==> config.mk <==
export PLATFORM = sky130hd
export DESIGN_NAME = byte_alu
export DESIGN_NICKNAME = d
export VERILOG_FILES = /design/src/rtl/byte_alu_pkg.sv /design/src/rtl/byte_alu_adder.sv /design/src/rtl/byte_alu_shifter.sv /design/src/rtl/byte_alu_logic.sv /design/src/rtl/byte_alu.sv
export SDC_FILE = /design/constraint.sdc
export NUM_CORES = 1
export LEC_CHECK = 0
export ABC_AREA = 1
export CAP_MARGIN = 25
export CORE_ASPECT_RATIO = 0.8
export CORE_MARGIN = 2
export CORE_UTILIZATION = 38
export DETAILED_ROUTE_END_ITERATION = 6
export DONT_BUFFER_PORTS = 1
export PLACE_DENSITY_LB_ADDON = 0.08
export SYNTH_ARGS = -nofsm -noshare
export SYNTH_HDL_FRONTEND = slang
export SYNTH_SLANG_ARGS = --single-unit
==> constraint.sdc <==
create_clock -name clk -period 0.88 [get_ports clk]
set_input_delay 0.176 -clock clk [delete_from_list [all_inputs] [get_ports clk]]
set_output_delay 0.176 -clock clk [all_outputs]
set_load 0.05 [all_outputs]
==> src/rtl/byte_alu_pkg.sv <==
`timescale 1ns/1ps
package byte_alu_pkg;

    localparam int OP_W = 4;

    typedef enum logic [OP_W-1:0] {
        OP_ADD = 4'd0,
        OP_SUB = 4'd1,
        OP_AND = 4'd2,
        OP_XOR = 4'd3,
        OP_OR  = 4'd4,
        OP_SHL = 4'd5,
        OP_SHR = 4'd6,
        OP_ROL = 4'd7,
        OP_ROR = 4'd8,
        OP_INC = 4'd9,
        OP_DEC = 4'd10,
        OP_CMP = 4'd11,
        OP_BIT = 4'd12
    } alu_op_e;

    typedef enum logic [1:0] {
        SH_LEFT  = 2'd0,
        SH_RIGHT = 2'd1,
        SH_ROTL  = 2'd2,
        SH_ROTR  = 2'd3
    } shift_mode_e;

    typedef enum logic [1:0] {
        LG_AND = 2'd0,
        LG_XOR = 2'd1,
        LG_OR  = 2'd2
    } logic_sel_e;

endpackage

==> src/rtl/byte_alu_adder.sv <==
`timescale 1ns/1ps
module byte_alu_adder #(
    parameter int WIDTH = 8
) (
    input  logic [WIDTH-1:0] a,
    input  logic [WIDTH-1:0] b,
    input  logic             cin,
    output logic [WIDTH-1:0] sum,
    output logic             cout,
    output logic             ovf
);
    localparam int MSB = WIDTH - 1;

    logic [WIDTH:0] full;

    always_comb begin
        full = {1'b0, a} + {1'b0, b} + {{WIDTH{1'b0}}, cin};
        sum  = full[MSB:0];
        cout = full[WIDTH];
        // signed overflow: result sign disagrees with both operand signs
        ovf  = (b[MSB] ^ full[MSB]) & (full[MSB] ^ a[MSB]);
    end
endmodule

==> src/rtl/byte_alu_shifter.sv <==
`timescale 1ns/1ps
module byte_alu_shifter
    import byte_alu_pkg::*;
#(
    parameter int WIDTH = 8
) (
    input  logic [WIDTH-1:0] a,
    input  logic             cin,
    input  shift_mode_e      mode,
    output logic [WIDTH-1:0] res,
    output logic             cout
);
    localparam int MSB = WIDTH - 1;

    always_comb begin
        case (mode)
            SH_LEFT: begin
                res  = {a[MSB-1:0], 1'b0};
                cout = a[MSB];
            end
            SH_RIGHT: begin
                res  = {1'b0, a[MSB:1]};
                cout = a[0];
            end
            SH_ROTL: begin
                res  = {a[MSB-1:0], cin};
                cout = a[MSB];
            end
            default: begin
                res  = {cin, a[MSB:1]};
                cout = a[0];
            end
        endcase
    end
endmodule

==> src/rtl/byte_alu_logic.sv <==
`timescale 1ns/1ps
module byte_alu_logic
    import byte_alu_pkg::*;
#(
    parameter int WIDTH = 8
) (
    input  logic [WIDTH-1:0] a,
    input  logic [WIDTH-1:0] m,
    input  logic_sel_e       sel,
    output logic [WIDTH-1:0] res
);
    always_comb begin
        case (sel)
            LG_XOR:  res = a ^ m;
            LG_OR:   res = a | m;
            default: res = a & m;
        endcase
    end
endmodule

==> src/rtl/byte_alu.sv <==
`timescale 1ns/1ps
module byte_alu
    import byte_alu_pkg::*;
#(
    parameter int WIDTH = 8
) (
    input  logic             clk,
    input  logic             rst_n,
    input  logic             in_valid,
    input  logic [3:0]       op,
    input  logic [WIDTH-1:0] opa,
    input  logic [WIDTH-1:0] opm,
    input  logic             carry_in,
    output logic             out_valid,
    output logic [WIDTH-1:0] result,
    output logic             flag_n,
    output logic             flag_v,
    output logic             flag_z,
    output logic             flag_c,
    output logic             upd_n,
    output logic             upd_v,
    output logic             upd_z,
    output logic             upd_c
);
    localparam int MSB  = WIDTH - 1;
    localparam int VBIT = WIDTH - 2;

    typedef struct packed {
        logic             vld;
        logic [WIDTH-1:0] res;
        logic             n;
        logic             v;
        logic             z;
        logic             c;
        logic             en_n;
        logic             en_v;
        logic             en_z;
        logic             en_c;
    } alu_state_t;

    alu_state_t st_d, st_q;

    alu_op_e          op_e;
    logic [WIDTH-1:0] add_b;
    logic             add_cin;
    logic [WIDTH-1:0] add_sum;
    logic             add_cout;
    logic             add_ovf;
    shift_mode_e      sh_mode;
    logic [WIDTH-1:0] sh_res;
    logic             sh_cout;
    logic_sel_e       lg_sel;
    logic [WIDTH-1:0] lg_res;

    assign op_e = alu_op_e'(op);

    // operand steering for the shared adder
    always_comb begin
        add_b   = opm;
        add_cin = carry_in;
        case (op_e)
            OP_SUB: add_b = ~opm;
            OP_CMP: begin
                add_b   = ~opm;
                add_cin = 1'b1;
            end
            OP_INC: begin
                add_b   = '0;
                add_cin = 1'b1;
            end
            OP_DEC: begin
                add_b   = '1;
                add_cin = 1'b0;
            end
            default: ;
        endcase
    end

    always_comb begin
        case (op_e)
            OP_SHR:  sh_mode = SH_RIGHT;
            OP_ROL:  sh_mode = SH_ROTL;
            OP_ROR:  sh_mode = SH_ROTR;
            default: sh_mode = SH_LEFT;
        endcase
    end

    always_comb begin
        case (op_e)
            OP_XOR:  lg_sel = LG_XOR;
            OP_OR:   lg_sel = LG_OR;
            default: lg_sel = LG_AND;
        endcase
    end

    byte_alu_adder #(.WIDTH(WIDTH)) u_adder (
        .a    (opa),
        .b    (add_b),
        .cin  (add_cin),
        .sum  (add_sum),
        .cout (add_cout),
        .ovf  (add_ovf)
    );

    byte_alu_shifter #(.WIDTH(WIDTH)) u_shift (
        .a    (opa),
        .cin  (carry_in),
        .mode (sh_mode),
        .res  (sh_res),
        .cout (sh_cout)
    );

    byte_alu_logic #(.WIDTH(WIDTH)) u_logic (
        .a   (opa),
        .m   (opm),
        .sel (lg_sel),
        .res (lg_res)
    );

    // next-state computation
    always_comb begin
        logic             raw_n, raw_v, raw_c;
        logic [WIDTH-1:0] r;

        st_d     = st_q;
        st_d.vld = in_valid;
        r        = opa;
        raw_n    = 1'b0;
        raw_v    = 1'b0;
        raw_c    = 1'b0;

        if (in_valid) begin
            st_d.en_n = 1'b0;
            st_d.en_v = 1'b0;
            st_d.en_z = 1'b0;
            st_d.en_c = 1'b0;
            case (op_e)
                OP_ADD, OP_SUB: begin
                    r     = add_sum;
                    raw_c = add_cout;
                    raw_v = add_ovf;
                    {st_d.en_n, st_d.en_v, st_d.en_z, st_d.en_c} = 4'b1111;
                end
                OP_AND, OP_XOR, OP_OR: begin
                    r = lg_res;
                    {st_d.en_n, st_d.en_z} = 2'b11;
                end
                OP_SHL, OP_SHR, OP_ROL, OP_ROR: begin
                    r     = sh_res;
                    raw_c = sh_cout;
                    {st_d.en_n, st_d.en_z, st_d.en_c} = 3'b111;
                end
                OP_INC, OP_DEC: begin
                    r = add_sum;
                    {st_d.en_n, st_d.en_z} = 2'b11;
                end
                OP_CMP: begin
                    r     = add_sum;
                    raw_c = add_cout;
                    {st_d.en_n, st_d.en_z, st_d.en_c} = 3'b111;
                end
                OP_BIT: begin
                    r = lg_res;
                    {st_d.en_n, st_d.en_v, st_d.en_z} = 3'b111;
                end
                default: r = opa;
            endcase

            raw_n = (op_e == OP_BIT) ? opm[MSB] : r[MSB];
            if (op_e == OP_BIT) begin
                raw_v = opm[VBIT];
            end

            st_d.res = r;
            st_d.n   = raw_n & st_d.en_n;
            st_d.v   = raw_v & st_d.en_v;
            st_d.z   = (r == '0) & st_d.en_z;
            st_d.c   = raw_c & st_d.en_c;
        end
    end

    always_ff @(posedge clk or negedge rst_n) begin
        if (!rst_n) begin
            st_q <= '0;
        end else begin
            st_q <= st_d;
        end
    end

    assign out_valid = st_q.vld;
    assign result    = st_q.res;
    assign flag_n    = st_q.n;
    assign flag_v    = st_q.v;
    assign flag_z    = st_q.z;
    assign flag_c    = st_q.c;
    assign upd_n     = st_q.en_n;
    assign upd_v     = st_q.en_v;
    assign upd_z     = st_q.en_z;
    assign upd_c     = st_q.en_c;

endmodule

==> metrics.md <==
| Metric | Value |
|---|---|
| Run status | complete, but fails checks |
| Failing checks | negative setup slack |
| Clk network pwr share | 0.153 |
| Worst slew margin | 0.533 |
| Detailed Routing Iterations Pass 1 | 4 |
| Area of the mapped netlist | 2190 um^2 |
| Antenna cell count | 0 |
| RSZ-0062 raised after global routing | true |
| Post-synth top cells | nand2_1, inv_1, nand3_1 |
| Die area | roughly 6400 um^2 |
| Global Route Usage Sum | 0.248 |
| Ys Warns | 0 |
| Layout cells sized above 1 | 0.474 |
| Worst-path maximum fanout | 5 |
| Initial Utilization | 0.398 |
| Synthesized area per cell | around 6.4 um^2 |
| Critical Path AT | around 2.2 ns |
| Clock Skew | 0 ns |
| Slew Viols, Final | 0 |
| # Max-Cap Violations | 0 |
| Total grt overflow | 0 |
| Sw Pwr | 1780 uW |
| Placed Area | about 3100 um^2 |
| Pwr dens | approximately 1100 nW/um^2 |
| CTS root buffer | clkbuf_8 |
| Top-count cell post-synth | nand2_1 |
| CP Launch Type | primary input |
| Routed Antenna Nets | 0 |
| TritonCTS Sinks | 16 |
| Vias in the first global route | 2589 |
| Setup Viol. Count Final | 29 |
| DR WL/cell | between 10 and 15 um |
| WS Path Type | in -> reg |
| Core area | 5500 um^2 |
| Seq cells post-synth | 16 |
| # IOs | 41 |
| Final WS setup | -1.16 ns |
| Synth top area cells | nand2_1, dfrtp_1, ha_1 |
| Seq pwr share | 0.221 |
| Met3 GRT Util | 0.0461 |
| Int Pwr | 2460 uW |
| Tmin final | roughly 2 ns |
| Period utilization | 2.32 |
| Final hold viol count | 0 |
| Gpl congestion | between 0.8 and 0.9 |
| Setup crit end kind | register |
| Peak-usage layer in the global routing report | met2 |
| Logic pwr share | 0.626 |
| Initial DRC count | 125 |
| Final hold slack | ~0.033 ns |
| Area Overhead vs Synth | 71.0% |
| CTS tree | yes |
| Net Count, Synth | ~390 |
| Clock latency on the worst-skew pair | between 0.2 and 0.3 ns |
| Pre-CTS setup slack | -1.55 ns |
| Number of fill cells | 480 |
| Largest net degree at the start of global routing | 17 |
| Leak Pwr | 0.00187 uW |
| Peak supply drop | between 0.0006 and 0.0007 V |
| Hold Path Class | in -> async |
| Die Span Y | around 72 um |
| GR Util met2 | 0.398 |
| Clock Path Buffers | 2 |
| Worst Max-Slew Pin Slew | around 0.7 ns |
| CTS clock-pin slew for the worst setup and hold paths | 0.06 ns |
| Post-synth EDFFs | 0 |
| Count of different cell masters after synthesis | 35 |
| Maximum clock rate | between 400 and 500 MHz |
| Setup tns final | -14.09 ns |
| Post-route DRC | 0 |
| Most used DFF post-synth | dfrtp_1 |
| Number of buffers added on ports | 0 |
| Total routed wirelength | 7570 um |
| Seq/Total Area, Yosys | 0.183 |
| GR Layer Usage met1 | 0.351 |
| Top cell type by total area after synthesis | nand2_1 |
| Final nets | between 400 and 500 |
| Critical path required time | between 1 and 1.5 ns |
| Antenna violations before repair | 0 |
| # rows | 24 |
| FFs w/ async S/R, synth | 1.00 |
| Final instance area | approximately 3700 um^2 |
| Sw frac | 0.419 |
| First-pass GRT wire length | about 12000 um |
| Vias per Instance | 5.05 |
| Total number of vias | about 2600 |
| H-tree depth | 1 |
| Share of the synthesized area in the top cell type | 0.191 |
| Synth Instances | around 340 |
| Die width | approximately 89 um |
| CTS buffer count | 3 |
| Hpwl dp | 5660 um |
[metal layers]
metal / share of wire / vias to the layer above
met1: 0.45 / 1228
met3: 0.067 / 4
met2: 0.48 / 69
met5: 0 / -
li1: - / 1302
met4: 0.0049 / 0
[timing repair]
item                       CTS  global route
hold endpoints to repair    17             0
resized for setup           72            43
pin swaps                   24            27
cloned                       0             0
setup endpoints to repair   30            46
hold buffers                 2             0
buffers inserted            14             5
[placed cells by master (no fill, tap or decap), drive strengths merged]
cell          instances
nand3                32
o211ai                8
nor3                  1
a21o                  1
dlygate4sd3           1
dfrtp                16
o221ai                1
xor2                  1
a21oi                21
inv                  48
fa                    2
clkinv                2
a31oi                 2
nand4                 6
or2                   2
nor2                 27
nand2               122
ha                   27
o21ai                13
a41oi                 1
clkbuf                4
o21bai                1
nand3b                2
dlymetal6s4s          1
buf                  95
[final timing paths]
path	from	end	cells after the start	slack, ns
setup reg to reg	result[2]	result[2]	3	0.07
setup / recovery	op[3]	flag_z	17	-1.16
max in group asynchronous	rst_n	upd_z	1	0.36
min in group clk	in_valid	result[7]	2	0.03
hold reg to reg	upd_z	upd_z	1	0.53
hold / removal	rst_n	out_valid	1	0.03
[flip-flops by register name, indices dropped and copies added (netlist names)]
| name | count |
|---|---|
| out_valid | 1 |
| upd_v | 1 |
| upd_z | 1 |
| flag_v | 1 |
| flag_z | 1 |
| result | 8 |
| upd_c | 1 |
| flag_n | 1 |
| flag_c | 1 |
[power groups by stage]
stage,clock network [uW],registers (uW),logic [uW]
2_1_floorplan,0,1240,898
3_3_place_gp,0,951,2090
3_5_place_dp,0,950,2110
4_1_cts,667,938,2390
5_1_grt,690,949,2870
6_report,651,936,2660
[through the flow]
stage	cells	utilization	total power (uW)
floorplan	341	-	2140
global placement	491	0.558	3040
detailed placement	491	0.558	3060
finish	515	0.681	4240
global route	515	0.681	4510
CTS	510	0.641	4000
[layout make-up]
type / instances / area (um^2) / share of cell area
multi-input combinational: 270 / 2000 / 0.535
timing repair buffer: 97 / 981 / 0.262
inverter: 50 / 203 / 0.0542
tap: 78 / 97.6 / 0.0261
sequential: 16 / 402 / 0.107
clock buffer: 4 / 55.1 / 0.0147
[cell families after synthesis]
kind of cell | share of synthesized area
AO/OA/AOI/OAI | 0.131
XOR/XNOR | 0.00401
adder cells (fa/ha/maj) | 0.173
buffers and inverters | 0.100
flip-flops | 0.183
AND/OR/NAND/NOR | 0.409
[worst max-delay path, cell delays in order]
cell and delay, ns:
nor2_4 0.13, nand2_4 0.07, nand2_4 0.07, nand2_4 0.05, a21oi_2 0.12, a21oi_2 0.05, fa_2 0.37, fa_2 0.39
nand2_2 0.10, nand3b_1 0.08, nand3_1 0.08, nand3_1 0.11, nor2_2 0.15, nand2_1 0.07, nor2_2 0.07, nand3_1 0.06
nand2_1 0.05
(Power assumes the default switching activity.)
